`config.mk`:
```
export PLATFORM = sky130hd
export DESIGN_NAME = rx_ring_writer
export DESIGN_NICKNAME = d
export VERILOG_FILES = /design/src/rtl/rxr_pkg.sv /design/src/rtl/rxr_space.sv /design/src/rtl/rxr_classify.sv /design/src/rtl/rx_ring_writer.sv
export SDC_FILE = /design/constraint.sdc
export NUM_CORES = 1
export LEC_CHECK = 0
export ABC_AREA = 1
export BUFFER_PORTS_ARGS = -buffer_cell sky130_fd_sc_hd__buf_2
export CELL_PAD_IN_SITES_DETAIL_PLACEMENT = 1
export CELL_PAD_IN_SITES_GLOBAL_PLACEMENT = 1
export CORE_MARGIN = 4
export CORE_UTILIZATION = 47
export DETAILED_ROUTE_END_ITERATION = 10
export PLACE_DENSITY_LB_ADDON = 0.1
export SLEW_MARGIN = 10
export SYNTH_ARGS = -nofsm -noshare
export SYNTH_HDL_FRONTEND = slang
export SYNTH_SLANG_ARGS = --single-unit
```
`constraint.sdc`:
```
create_clock -name clk -period 5.5 [get_ports clk]
set_input_delay 0.55 -clock clk [delete_from_list [all_inputs] [get_ports clk]]
set_output_delay 0.55 -clock clk [all_outputs]
set_load 0.005 [all_outputs]
```
`src/rtl/rxr_pkg.sv`:
```
package rxr_pkg;
    localparam int unsigned ST_OK    = 0;
    localparam int unsigned ST_ALIGN = 1;
    localparam int unsigned ST_CRC   = 2;
    localparam int unsigned ST_LONG  = 3;
    localparam int unsigned ST_RUNT  = 4;

    localparam int unsigned RUNT_LIMIT = 64;
    localparam int unsigned LONG_LIMIT = 4096;
    localparam int unsigned HOST_BIAS  = 16;
    localparam int unsigned HDR_BYTES  = 4;

    typedef struct packed {
        logic bcast;
        logic mcast;
        logic phys;
        logic runt;
        logic err;
    } accept_cfg_t;
endpackage

```
`src/rtl/rxr_space.sv`:
```
module rxr_space #(
    parameter int AW        = 16,
    parameter int BASE_LOG2 = 13,
    parameter int CODE_W    = 2
) (
    input  logic [CODE_W-1:0] size_code,
    input  logic [AW-1:0]     rd,
    input  logic [AW-1:0]     wr,
    input  logic [AW:0]       cnt,
    output logic [AW-1:0]     mask,
    output logic              fit
);
    logic [AW:0]   size_full;
    logic [AW-1:0] diff;
    logic [AW:0]   free_bytes;

    always_comb begin
        size_full  = (AW+1)'(1) << (BASE_LOG2 + int'(size_code));
        mask       = AW'(size_full - (AW+1)'(1));
        diff       = (rd - wr) & mask;
        free_bytes = (diff == '0) ? size_full : {1'b0, diff};
        // byte index cnt fits if header + bytes so far + one more + guard word stay inside
        fit        = (cnt + (AW+1)'(2 * rxr_pkg::HDR_BYTES + 1)) <= free_bytes;
    end
endmodule

```
`src/rtl/rxr_classify.sv`:
```
module rxr_classify #(
    parameter int LW = 17
) (
    input  logic [LW-1:0]             len,
    input  logic                      crc_ok,
    input  logic                      align_err,
    input  logic                      is_bcast,
    input  logic                      is_mcast,
    input  logic                      is_phys,
    input  rxr_pkg::accept_cfg_t      cfg,
    output logic [15:0]               status,
    output logic                      keep,
    output logic                      good
);
    import rxr_pkg::*;

    logic runt, too_long, err, addr_hit;

    always_comb begin
        runt     = len < LW'(RUNT_LIMIT);
        too_long = len > LW'(LONG_LIMIT);
        err      = !crc_ok || align_err || too_long;
        good     = !err && !runt;
        status            = '0;
        status[ST_OK]     = good;
        status[ST_ALIGN]  = align_err;
        status[ST_CRC]    = !crc_ok;
        status[ST_LONG]   = too_long;
        status[ST_RUNT]   = runt;
        addr_hit = (is_bcast && cfg.bcast) || (is_mcast && cfg.mcast) || (is_phys && cfg.phys);
        keep     = addr_hit && (!runt || cfg.runt) && (!err || cfg.err);
    end
endmodule

```
`src/rtl/rx_ring_writer.sv`:
```
module rx_ring_writer #(
    parameter int BASE_LOG2 = 13,
    parameter int CODE_W    = 2,
    parameter int MISS_W    = 8
) (
    input  logic                                  clk,
    input  logic                                  rst_n,
    input  logic                                  rx_en,
    input  logic [CODE_W-1:0]                     size_code,
    input  logic                                  acc_bcast,
    input  logic                                  acc_mcast,
    input  logic                                  acc_phys,
    input  logic                                  acc_runt,
    input  logic                                  acc_err,
    input  logic                                  rx_valid,
    input  logic [7:0]                            rx_data,
    input  logic                                  rx_last,
    input  logic                                  rx_crc_ok,
    input  logic                                  rx_align_err,
    input  logic                                  rx_is_bcast,
    input  logic                                  rx_is_mcast,
    input  logic                                  rx_is_phys,
    input  logic                                  host_rp_we,
    input  logic [BASE_LOG2+(1<<CODE_W)-2:0]      host_rp_wdata,
    output logic [BASE_LOG2+(1<<CODE_W)-2:0]      host_rp,
    output logic                                  buf_empty,
    input  logic [1:0]                            irq_clr,
    output logic                                  irq_rok,
    output logic                                  irq_rer,
    output logic [MISS_W-1:0]                     missed_cnt,
    output logic                                  mem_we,
    output logic [BASE_LOG2+(1<<CODE_W)-2:0]      mem_addr,
    output logic [3:0]                            mem_be,
    output logic [31:0]                           mem_wdata
);
    import rxr_pkg::*;

    localparam int AW = BASE_LOG2 + (1 << CODE_W) - 1;
    localparam int CW = AW + 1;

    typedef struct packed {
        logic [CW-1:0]     cnt;
        logic              drop;
        logic              pend;
        logic              pend_keep;
        logic              pend_drop;
        logic              pend_good;
        logic [15:0]       pend_status;
        logic [15:0]       pend_len;
        logic [AW-1:0]     wr;
        logic [AW-1:0]     rd;
        logic              irq_rok;
        logic              irq_rer;
        logic [MISS_W-1:0] missed;
        logic              mem_we;
        logic [AW-1:0]     mem_addr;
        logic [3:0]        mem_be;
        logic [31:0]       mem_wdata;
    } state_t;

    state_t q, d;

    logic [AW-1:0] mask;
    logic          fit;
    logic [15:0]   cls_status;
    logic          cls_keep;
    logic          cls_good;
    logic [CW-1:0] len_now;
    accept_cfg_t   cfg;

    assign len_now = q.cnt + CW'(1);
    assign cfg     = '{bcast: acc_bcast, mcast: acc_mcast, phys: acc_phys,
                       runt: acc_runt, err: acc_err};

    rxr_space #(.AW(AW), .BASE_LOG2(BASE_LOG2), .CODE_W(CODE_W)) u_space (
        .size_code (size_code),
        .rd        (q.rd),
        .wr        (q.wr),
        .cnt       (q.cnt),
        .mask      (mask),
        .fit       (fit)
    );

    rxr_classify #(.LW(CW)) u_class (
        .len       (len_now),
        .crc_ok    (rx_crc_ok),
        .align_err (rx_align_err),
        .is_bcast  (rx_is_bcast),
        .is_mcast  (rx_is_mcast),
        .is_phys   (rx_is_phys),
        .cfg       (cfg),
        .status    (cls_status),
        .keep      (cls_keep),
        .good      (cls_good)
    );

    logic [AW-1:0] step;
    logic [AW-1:0] baddr;

    always_comb begin
        d           = q;
        d.mem_we    = 1'b0;
        d.mem_be    = '0;
        d.irq_rok   = q.irq_rok && !irq_clr[0];
        d.irq_rer   = q.irq_rer && !irq_clr[1];
        step        = (AW'(q.pend_len) + AW'(HDR_BYTES + 3)) & ~AW'(3);
        baddr       = (q.wr + AW'(HDR_BYTES) + q.cnt[AW-1:0]) & mask;

        // commit of the frame that ended last cycle: header word and pointer move
        if (q.pend) begin
            d.pend = 1'b0;
            if (q.pend_drop) begin
                d.missed = q.missed + MISS_W'(1);
            end else if (q.pend_keep) begin
                d.mem_we    = 1'b1;
                d.mem_addr  = q.wr;
                d.mem_be    = 4'hF;
                d.mem_wdata = {q.pend_len, q.pend_status};
                d.wr        = (q.wr + step) & mask;
                if (q.pend_good) d.irq_rok = 1'b1;
                else             d.irq_rer = 1'b1;
            end
        end

        if (host_rp_we) begin
            d.rd = (host_rp_wdata + AW'(HOST_BIAS)) & mask & ~AW'(3);
        end

        if (rx_valid) begin
            d.cnt = q.cnt + CW'(1);
            if (!q.drop && fit) begin
                d.mem_we    = 1'b1;
                d.mem_addr  = baddr & ~AW'(3);
                d.mem_be    = 4'b0001 << baddr[1:0];
                d.mem_wdata = {4{rx_data}};
            end else begin
                d.drop = 1'b1;
            end
            if (rx_last) begin
                d.pend        = 1'b1;
                d.pend_drop   = q.drop || !fit;
                d.pend_keep   = cls_keep;
                d.pend_good   = cls_good;
                d.pend_status = cls_status;
                d.pend_len    = 16'(len_now);
                d.cnt         = '0;
                d.drop        = 1'b0;
            end
        end

        if (!rx_en) begin
            d.cnt    = '0;
            d.drop   = 1'b0;
            d.pend   = 1'b0;
            d.wr     = '0;
            d.rd     = '0;
            d.mem_we = 1'b0;
            d.mem_be = '0;
        end
    end

    always_ff @(posedge clk or negedge rst_n) begin
        if (!rst_n) q <= '0;
        else        q <= d;
    end

    assign host_rp    = q.rd - AW'(HOST_BIAS);
    assign buf_empty  = (q.rd == q.wr);
    assign irq_rok    = q.irq_rok;
    assign irq_rer    = q.irq_rer;
    assign missed_cnt = q.missed;
    assign mem_we     = q.mem_we;
    assign mem_addr   = q.mem_addr;
    assign mem_be     = q.mem_be;
    assign mem_wdata  = q.mem_wdata;
endmodule

```
==> metrics.txt, run 1 <==
Critical Path Fanout Max=41; area of the multi-input gates=5550 um^2; first-pass GRT wire length=51.7 mm; Final ANT Viol Nets=0; share of cells above drive strength 1=13.3%; Slew Viols, Final=0; Post-synth EDFFs=0; Die ar.=24400 um^2; Layout fillers=2797; postcts setup bufs=0; Max-slew headroom=48.3%; Worst Setup Start Kind=register; FMAX=221 MHz; Max-cap violations=0; total number of vias=9492; WP buf/inv=5; Worst path slowest cell=inv_2; crit-path max cell delay=0.52 ns; Mapped Area=10300 um^2; row cnt=53; GPL Wtd Cong=0.901; via/cell ratio=5.34; WL final=32.6 mm; diode count=0; hold crit path type=input pin to async pin; clock skew after layout=0.0122 ns; initial antenna violation count=0; initial DRC count=627; Die W=156 um; Lkg Pwr=6.22 nW; CTS Hold Bufs=0; Top delay family on crit path=simple AND/OR/NAND/NOR gates; pin count of the biggest net entering global routing=82; syn avg cell area=7.20 um^2; Setup Viol. Count Final=0; Yosys reg bits=135; nets@finish=1611; Critical Path RT=5.82 ns; WL/cell=18.3 um; most frequent cells in the layout=nand2_1, inv_1, dfrtp_1, buf_2, o21ai_0; port bufs=119; switching pwr=0.843 mW; grt ovf=0; number of global-route vias before repair=9792; cts bufs inserted=17; clock transition at the registers of the reported paths=0.07 ns; Combinational Power Share=18.1%; Syn Inst Count=1434; P&R area growth vs syn=9.36%; CTS Sinks=135; Initial Util=48.5%; endpoints failing hold=0; library cells used by synthesis=46; post-synthesis sequential area ratio=32.7%; # DRC=0; Final min period=4.53 ns; Setup TNS=0 ns; Setup CP Type=register to register; run status=completed; Sequential Power Share=39.4%; Max clock buf depth=2; clock tree from TritonCTS=built; Reg area=3380 um^2; final period utilization=82.4%; switching part of the total power=30.8%; HPWL after DPL=25.1 mm; Core Area=21300 um^2; fraction of registers with async set/reset=100%; htree depth=4; Critical Path Most Common Cell=nand2_1; DIE HEIGHT=156 um; top_reg_cell synth=dfrtp_1; design internal power=1.89 mW; Max VDD drop=0.000197 V; crit path DAT=4.85 ns; DR pass1 iterations=4; GRT Total Usage=26.9%; Root Buffer=clkbuf_16; Worst-Skew Late Latency=0.43 ns; CP Capture Type=register; Pwr per Cell Area=242 nW/um^2; worst hold slack=0.170 ns; synthesis warning total=0; Gates resized, CTS repair=0; RSZ-0062 raised after global routing=false; Ports=124; Slew @ Worst Pin=0.776 ns; commonest non-fill, non-tap cell in the layout=nand2_1; Clock Power Share=42.4%; Final Power=2.73 mW
==> logic make-up after synthesis <==
| kind of cell | count (synthesis) | synth area share, % |
|---|---|---|
| compound gates | 204 | 10.7 |
| xor+xnor | 69 | 5.85 |
| fa+ha+maj | 79 | 9.71 |
| buf+inv | 305 | 13.7 |
| flops | 135 | 32.7 |
| mux | 15 | 1.47 |
| other cells | 1 | 0.0363 |
| simple gates | 626 | 25.9 |
==> stage by stage <==
step           instance area, um^2  util [%]  setup WS [ns]  std cells
6_report                     11300      53.1          0.965       1776
5_1_grt                      11300      53.1          0.538       1776
4_1_cts                      11300      53.1          0.997       1776
3_5_place_dp                 10700      50.3           1.01       1744
3_3_place_gp                 10700      50.3           1.14       1744
2_1_floorplan                10300         -           2.26       1435
==> power groups by stage <==
| stage | registers (mW) | clock network, mW | logic, mW |
|---|---|---|---|
| detailed placement | 1.10 | 0 | 0.496 |
| global route | 1.09 | 1.22 | 0.567 |
| global placement | 1.10 | 0 | 0.475 |
| floorplan | 1.08 | 0 | 0.360 |
| CTS | 1.08 | 1.18 | 0.500 |
| finish | 1.08 | 1.16 | 0.495 |
==> worst paths after layout <==
| path | start | endpoint | slack (ns) | cells past startpoint |
|---|---|---|---|---|
| worst max-delay path | q[81] | mem_wdata[6] | 0.97 | 26 |
| worst min-delay path | rst_n | q[70] | 0.17 | 1 |
| worst max register to register | q[81] | mem_wdata[6] | 0.97 | 26 |
| worst min register to register | missed_cnt[7] | missed_cnt[7] | 0.46 | 1 |
| max in group asynchronous | rst_n | q[142] | 4.10 | 2 |
| min in group clk | irq_clr[1] | irq_rer | 0.29 | 2 |
==> layer usage <==
| layer | vias up | global-route usage [%] | routed length, um |
|---|---|---|---|
| met5 | - | 0 | 0 |
| met4 | 0 | 7.56 | 713 |
| met3 | 41 | 3.93 | 1540 |
| met2 | 213 | 44.1 | 15400 |
| met1 | 4617 | 37.2 | 14900 |
| li1 | 4621 | - | - |
==> area by class of cell <==
class	count	share of cell area, %
multi-input cells	995	49.1
flip-flops and latches	135	29.9
well taps	275	3.05
inverters	216	7.18
repair buffers	123	5.59
clock inverters	13	1.31
clock buffers	19	3.83
==> state kept, by name, indices dropped and copies added, names as in the netlist <==
| signal | count |
|---|---|
| irq_rok | 1 |
| missed_cnt | 8 |
| mem_be | 4 |
| mem_wdata | 32 |
| irq_rer | 1 |
| mem_addr | 16 |
| q | 72 |
| mem_we | 1 |
==> synth_stat cells, types with 4 or more instances <==
master / number / share of area (%)
nand2_1: 375 / 14
inv_1: 206 / 7.5
dfrtp_1: 135 / 33
o21ai_0: 111 / 5.4
nor2_1: 110 / 4.0
ha_1: 77 / 9.3
nand3_1: 68 / 3.3
buf_4: 66 / 4.8
xor2_1: 59 / 5.0
a21oi_1: 42 / 2.0
o22ai_1: 31 / 1.9
nand4_1: 17 / 1.0
mux2i_1: 14 / 1.4
clkbuf_1: 12 / 0.44
nand2_2: 12 / 0.73
nor3_1: 12 / 0.58
xnor2_1: 10 / 0.85
buf_2: 9 / 0.44
inv_2: 9 / 0.33
a21o_1: 6 / 0.44
nor2_2: 6 / 0.36
nor2_4: 6 / 0.65
a31oi_1: 4 / 0.24
nand3b_1: 4 / 0.29
or2_2: 4 / 0.24
Note: power is estimated with default switching activity, not from simulation.
==> run 2: changes to the inputs <==
- ABC_AREA: 1 -> 0
- CORE_UTILIZATION: 47 -> 45
- clock period: 5.5 -> 4.65 ns (I/O delays scaled with it)
==> metrics.txt, run 2 <==
Max VDD drop=0.000217 V (+10%); Final Power=3.49 mW (+27%); htree depth=4 (unchanged); syn avg cell area=8.33 um^2 (+16%); RSZ-0062 raised after global routing=true; Setup CP Type=register to register; hold crit path type=input pin to async pin; CTS Sinks=135 (unchanged); clock tree from TritonCTS=built; Post-synth EDFFs=0 (unchanged); Max clock buf depth=2 (unchanged); Max-cap violations=0 (unchanged); Core Area=22100 um^2 (+3.8%); failing checks=negative setup slack; library cells used by synthesis=68 (+48%); Critical Path Fanout Max=20 (-51%); initial DRC count=716 (+14%); Mapped Area=10200 um^2 (-1.0%); endpoints failing hold=0 (unchanged); Critical Path RT=4.97 ns (-0.85 ns); final period utilization=113% (+30 points); Area contributors post-synth=dfrtp_1, ha_1, nand2_1; run status=finished, violations left; crit path DAT=5.56 ns (+0.71 ns); Reg2Reg Launch Point=q[81]; P&R area growth vs syn=23.9%; cts bufs inserted=17 (unchanged); met3 Use GR=5.60% (+1.7 points); Worst-Skew Late Latency=0.44 ns (about the same); GRT Total Usage=27.9% (+1.1 points); grt ovf=0 (unchanged); WL/cell=21.8 um (+19%); Final min period=5.24 ns (+0.705 ns); met2 Resource Use GR=46.5% (+2.4 points); Syn Inst Count=1228 (-14%); Layout fillers=2622 (-6.3%); Worst Setup Start Kind=register; HPWL after DPL=25.6 mm (+1.8%); GPL Wtd Cong=0.932 (+3.5%); Final ANT Viol Nets=0 (unchanged); Slew @ Worst Pin=0.980 ns (+0.204 ns); Reg area=3380 um^2 (unchanged); Setup Viol. Count Final=55 (+55); GR Util met1=37.2% (+0.061 points); Lkg Pwr=6.07 nW (-2.6%); synthesis warning total=0 (unchanged); WL final=36.4 mm (+12%); post-synthesis sequential area ratio=33.0% (+0.34 points); Synth top area share=33.0% (+0.34 points); most flop-heavy register=q; clock transition at the registers of the reported paths=0.07 ns (about the same); Largest register FFs=72 (unchanged); Critical path origin=q[81]; first-pass GRT wire length=56.7 mm (+9.7%); most area-hungry cell type in the Yosys netlist=dfrtp_1; total number of vias=9857 (+3.8%); diode count=0 (unchanged); DR pass1 iterations=5 (+1); grt peak-use layer=met2; CP Capture Type=register; FMAX=191 MHz (-13%); Root Buffer=clkbuf_16; Max-slew headroom=34.7% (-14 points); fraction of registers with async set/reset=100% (unchanged); Ports=124 (unchanged); area of the multi-input gates=6360 um^2 (+14%); DIE HEIGHT=159 um (+1.6%); # DRC=0 (unchanged); top_reg_cell synth=dfrtp_1; row cnt=54 (+1.9%); top cells by count, synth=nand2_1, dfrtp_1, o21ai_0; Die W=159 um (+1.6%); pin count of the biggest net entering global routing=97 (+18%); DP Area=11400 um^2 (+6.0%); most common cell in the netlist=nand2_1; most frequent cells in the layout=nand2_1, dfrtp_1, buf_2, buf_4, o21ai_0; number of global-route vias before repair=10158 (+3.7%); Slew Viols, Final=0 (unchanged); share of cells above drive strength 1=26.2% (+13 points); Yosys reg bits=135 (unchanged); Die ar.=25200 um^2 (+3.2%); worst setup margin=-0.590 ns (-1.56 ns); clock skew after layout=0.0222 ns (+0.0101 ns); fin area=12700 um^2 (+12%); Pwr per Cell Area=275 nW/um^2 (+14%); initial antenna violation count=1 (+1); port bufs=119 (unchanged); CTS Hold Bufs=0 (unchanged); commonest non-fill, non-tap cell in the layout=nand2_1; Initial Util=46.3% (-2.2 points); via/cell ratio=5.91 (+11%); nets@finish=1498 (-7.0%)
run 2: per-layer routing:
metal  wire, um  part of all wire (%)
met1      16100                    44
met2      17600                    48
met3       1940                   5.3
met4        818                   2.2
met5         11                 0.030
run 2: metrics by stage:
| stage | std cells | setup slack [ns] | utilization [%] | hold WS (ns) | TNS [ns] |
|---|---|---|---|---|---|
| after CTS | 1663 | -0.458 | 56.2 | 0.162 | -22.37 |
| after global placement | 1611 | -0.383 | 51.4 | 0.453 | -16.79 |
| after floorplan | 1229 | -0.157 | - | 0.169 | -5.40 |
| final | 1668 | -0.590 | 57.4 | 0.0885 | -29.16 |
| after global routing | 1668 | -0.795 | 57.4 | 0.169 | -40.28 |
| after detailed placement | 1611 | -0.551 | 51.4 | 0.461 | -24.81 |
run 2: path summary, 6_finish.rpt:
kind	depth (start not counted)	slack, ns	to
setup reg to reg	20	-0.59	mem_addr[12]
hold reg to reg	1	0.47	missed_cnt[7]
setup / recovery	20	-0.59	mem_addr[12]
hold / removal	1	0.09	q[74]
min in group clk	2	0.21	irq_rer
max in group asynchronous	2	3.49	irq_rer
run 2: power by group:
group	switching, mW	internal [mW]	total, mW
combinational	0.405	0.357	0.762
sequential	0.0417	1.23	1.27
clock	0.624	0.830	1.45
total	1.07	2.42	3.49
run 2: repair_timing:
item	CTS	global route
buffers inserted	16	4
cloned	4	1
endpoints found under the setup margin	55	55
pin swaps	17	14
resized for setup	50	29
run 2: kinds of logic (layout without fill, tap and decap cells):
kind of cell             Yosys count  in the layout  share of synthesized area [%]
multiplexers                      12             12                           1.22
other                              1              2                         0.0367
adder cells (fa/ha/maj)           79             79                           9.81
buffers and inverters            182            340                           9.03
AND/OR/NAND/NOR                  450            450                           21.4
flip-flops                       135            135                           33.0
AO/OA/AOI/OAI                    280            281                           17.8
XOR/XNOR                          89             89                           7.62
run 2: final cells by class:
| cell class | instances | share of cell area (%) |
|---|---|---|
| clock buffer | 18 | 3.47 |
| clock inverter | 14 | 1.38 |
| inverter | 56 | 1.66 |
| multi-input combinational | 913 | 50.2 |
| sequential | 135 | 26.7 |
| tap | 280 | 2.76 |
| timing repair buffer | 252 | 13.9 |
run 2: worst max-delay path, cell delays in order (launching register included):
cell and delay (ns):
dfrtp_1 0.39, inv_2 0.09, ha_4 0.21, buf_4 0.13, buf_4 0.13, nor3b_1 0.14
or4b_1 0.48, o221ai_1 0.14, nand2_1 0.11, or4_1 0.41, or4_1 0.54, or4b_4 0.51
ha_4 0.29, nand4_1 0.18, nor3_4 0.31, a31oi_4 0.14, a311o_2 0.36, buf_12 0.17
buf_12 0.17, nor2_1 0.16, a31oi_1 0.06
==> run 3: changes to the inputs <==
- CORE_UTILIZATION: 45 -> 46
- CTS_BUF_LIST: not set -> sky130_fd_sc_hd__clkbuf_8
==> metrics.txt, run 3 (synthesis results as in run 2) <==
Max clock buf depth=2 (unchanged); dpl ws=-0.657 ns (-0.106 ns); Setup Viol. Count Final=55 (unchanged); GPL Wtd Cong=0.908 (-2.6%); FMAX=191 MHz (+0.15%); CTS Sinks=135 (unchanged); Ports=124 (unchanged); share of cells above drive strength 1=27.2% (+1.0 points); RSZ-0062 raised after global routing=true; first-pass GRT wire length=54.1 mm (-4.6%); Critical Path Fanout Max=8 (-60%); WL/cell=21.3 um (-2.3%); DR pass1 iterations=5 (unchanged); Clock Power Share=30.8% (-11 points); grt ovf=0 (unchanged); clock transition at the registers of the reported paths=0.08 ns (about the same); Max VDD drop=0.000160 V (-26%); Pwr per Cell Area=235 nW/um^2 (-15%); Placed Cells=1613 (+0.12%); Core Area=21800 um^2 (-1.2%); Root Buffer=clkbuf_8; total number of vias=9786 (-0.72%); crit path cell chain=inv_2 > ha_4 > and4bb_1 > or4b_4 > buf_4 > a2111oi_2 > nor3b_2 > nor4b_2 > nor4b_4 > buf_4 > buf_4 > a21bo_1 > ha_1 > a21oi_1 > o21ai_1 > a31o_2 > a311o_2 > buf_12 > buf_12 > clkbuf_16 > nand3_1 > o21ai_1; WL final=35.6 mm (-2.3%); Reg area=3380 um^2 (unchanged); Critical Path Most Common Cell=buf_4; CP Capture Type=register; P&R area growth vs syn=23.4%; Final ANT Viol Nets=0 (unchanged); Slew Viols, Final=0 (unchanged); Die ar.=24700 um^2 (-2.1%); # DRC=0 (unchanged); Worst path slowest cell=or4b_4; port bufs=119 (unchanged); Slew @ Worst Pin=1.00 ns (+0.0238 ns); clock skew after layout=0.0189 ns (-0.00335 ns); commonest non-fill, non-tap cell in the layout=nand2_1; final period utilization=113% (-0.16 points); Setup CP Type=register to register; Sequential Power Share=42.8% (+6.4 points); Critical Path RT=4.99 ns (+0.02 ns); Die W=157 um (-1.0%); Lkg Pwr=5.96 nW (-1.8%); HPWL after DPL=25.8 mm (+0.91%); Final Power=2.97 mW (-15%); most frequent cells in the layout=nand2_1, dfrtp_1, buf_2, buf_4, o21ai_0; design internal power=1.98 mW (-18%); Layout fillers=2612 (-0.38%); Initial Util=46.9% (+0.57 points); switching pwr=0.983 mW (-8.2%); cts bufs inserted=17 (unchanged); worst hold slack=0.0886 ns (+0.0000302 ns); Combinational Power Share=26.4% (+4.6 points); initial antenna violation count=1 (unchanged); Largest register FFs=72 (unchanged); DIE HEIGHT=157 um (-1.0%); via/cell ratio=5.87 (-0.72%); area of the multi-input gates=6550 um^2 (+3.0%); Final min period=5.23 ns (-0.00763 ns); Max-cap violations=0 (unchanged); Worst-Skew Late Latency=0.47 ns (+0.03 ns); nets@finish=1498 (unchanged); clock tree from TritonCTS=built; most flop-heavy register=q; run status=finished, violations left; GRT Total Usage=28.1% (+0.14 points); row cnt=54 (unchanged); switching part of the total power=33.1% (+2.4 points); Max-slew headroom=33.1% (-1.6 points); Setup TNS=-26.80 ns (+2.35 ns); non-filler cells in the finished layout=1668 (unchanged); htree depth=4 (unchanged); worst setup margin=-0.582 ns (+0.00764 ns); endpoints failing hold=0 (unchanged); crit-path max cell delay=0.53 ns (about the same); diode count=0 (unchanged); Worst Setup Start Kind=register; initial DRC count=741 (+3.5%); number of global-route vias before repair=9903 (-2.5%); crit path DAT=5.57 ns (about the same); pin count of the biggest net entering global routing=99 (+2.1%); hold crit path type=input pin to async pin; failing checks=negative setup slack
run 3: power by group through the flow:
stage | Combinational, mW | Clock (mW) | Sequential [mW]
global route | 0.852 | 0.977 | 1.28
detailed placement | 0.655 | 0 | 1.29
CTS | 0.712 | 0.928 | 1.27
finish | 0.783 | 0.912 | 1.27
floorplan | 0.390 | 0 | 1.28
global placement | 0.638 | 0 | 1.29
run 3: repair_timing:
item,CTS,global route
setup endpoints to repair,55,55
endpoints found under the hold margin,0,0
hold buffers,0,0
buffers inserted,14,4
pin swaps,15,14
cloned,4,2
gates resized for setup,53,53
run 3: worst paths after layout:
path	from	end	slack [ns]	depth (start not counted)
worst max-delay path	q[82]	mem_wdata[14]	-0.58	22
worst min-delay path	rst_n	q[74]	0.09	1
worst max register to register	q[82]	mem_wdata[14]	-0.58	22
worst min register to register	missed_cnt[7]	missed_cnt[7]	0.46	1
max in group asynchronous	rst_n	q[148]	3.47	2
min in group clk	irq_clr[1]	irq_rer	0.18	2
run 3: metrics by stage:
stage                     cell area [um^2]  util [%]
final                                12600      57.8
after global routing                 12600      57.8
after global placement               11400      52.1
after CTS                            12200      55.9
after floorplan                      10300         -
after detailed placement             11400      52.1
run 3: final cells by class:
| type | instances | share of cell area [%] |
|---|---|---|
| Inverter | 56 | 1.67 |
| Clock inverter | 14 | 0.823 |
| Sequential cell | 135 | 26.8 |
| Clock buffer | 18 | 1.96 |
| Timing Repair Buffer | 252 | 14.2 |
| Tap cell | 280 | 2.78 |
| Multi-Input combinational cell | 913 | 51.9 |
run 3: per-layer routing:
layer / global-route usage (%) / routed length [um] / vias up
met3: 4.67 / 1630 / 54
met2: 45.4 / 17000 / 245
met1: 39.4 / 16200 / 4924
met5: 0 / 15 / -
li1: - / - / 4561
met4: 7.25 / 735 / 2
run 3: worst max-delay path: cells and delay by family, from the launching register on:
family | cells | cell delay [ns]
compound gates | 7 | 1.47
flops | 1 | 0.41
buf+inv | 7 | 1.00
fa+ha+maj | 2 | 0.45
simple gates | 6 | 1.74
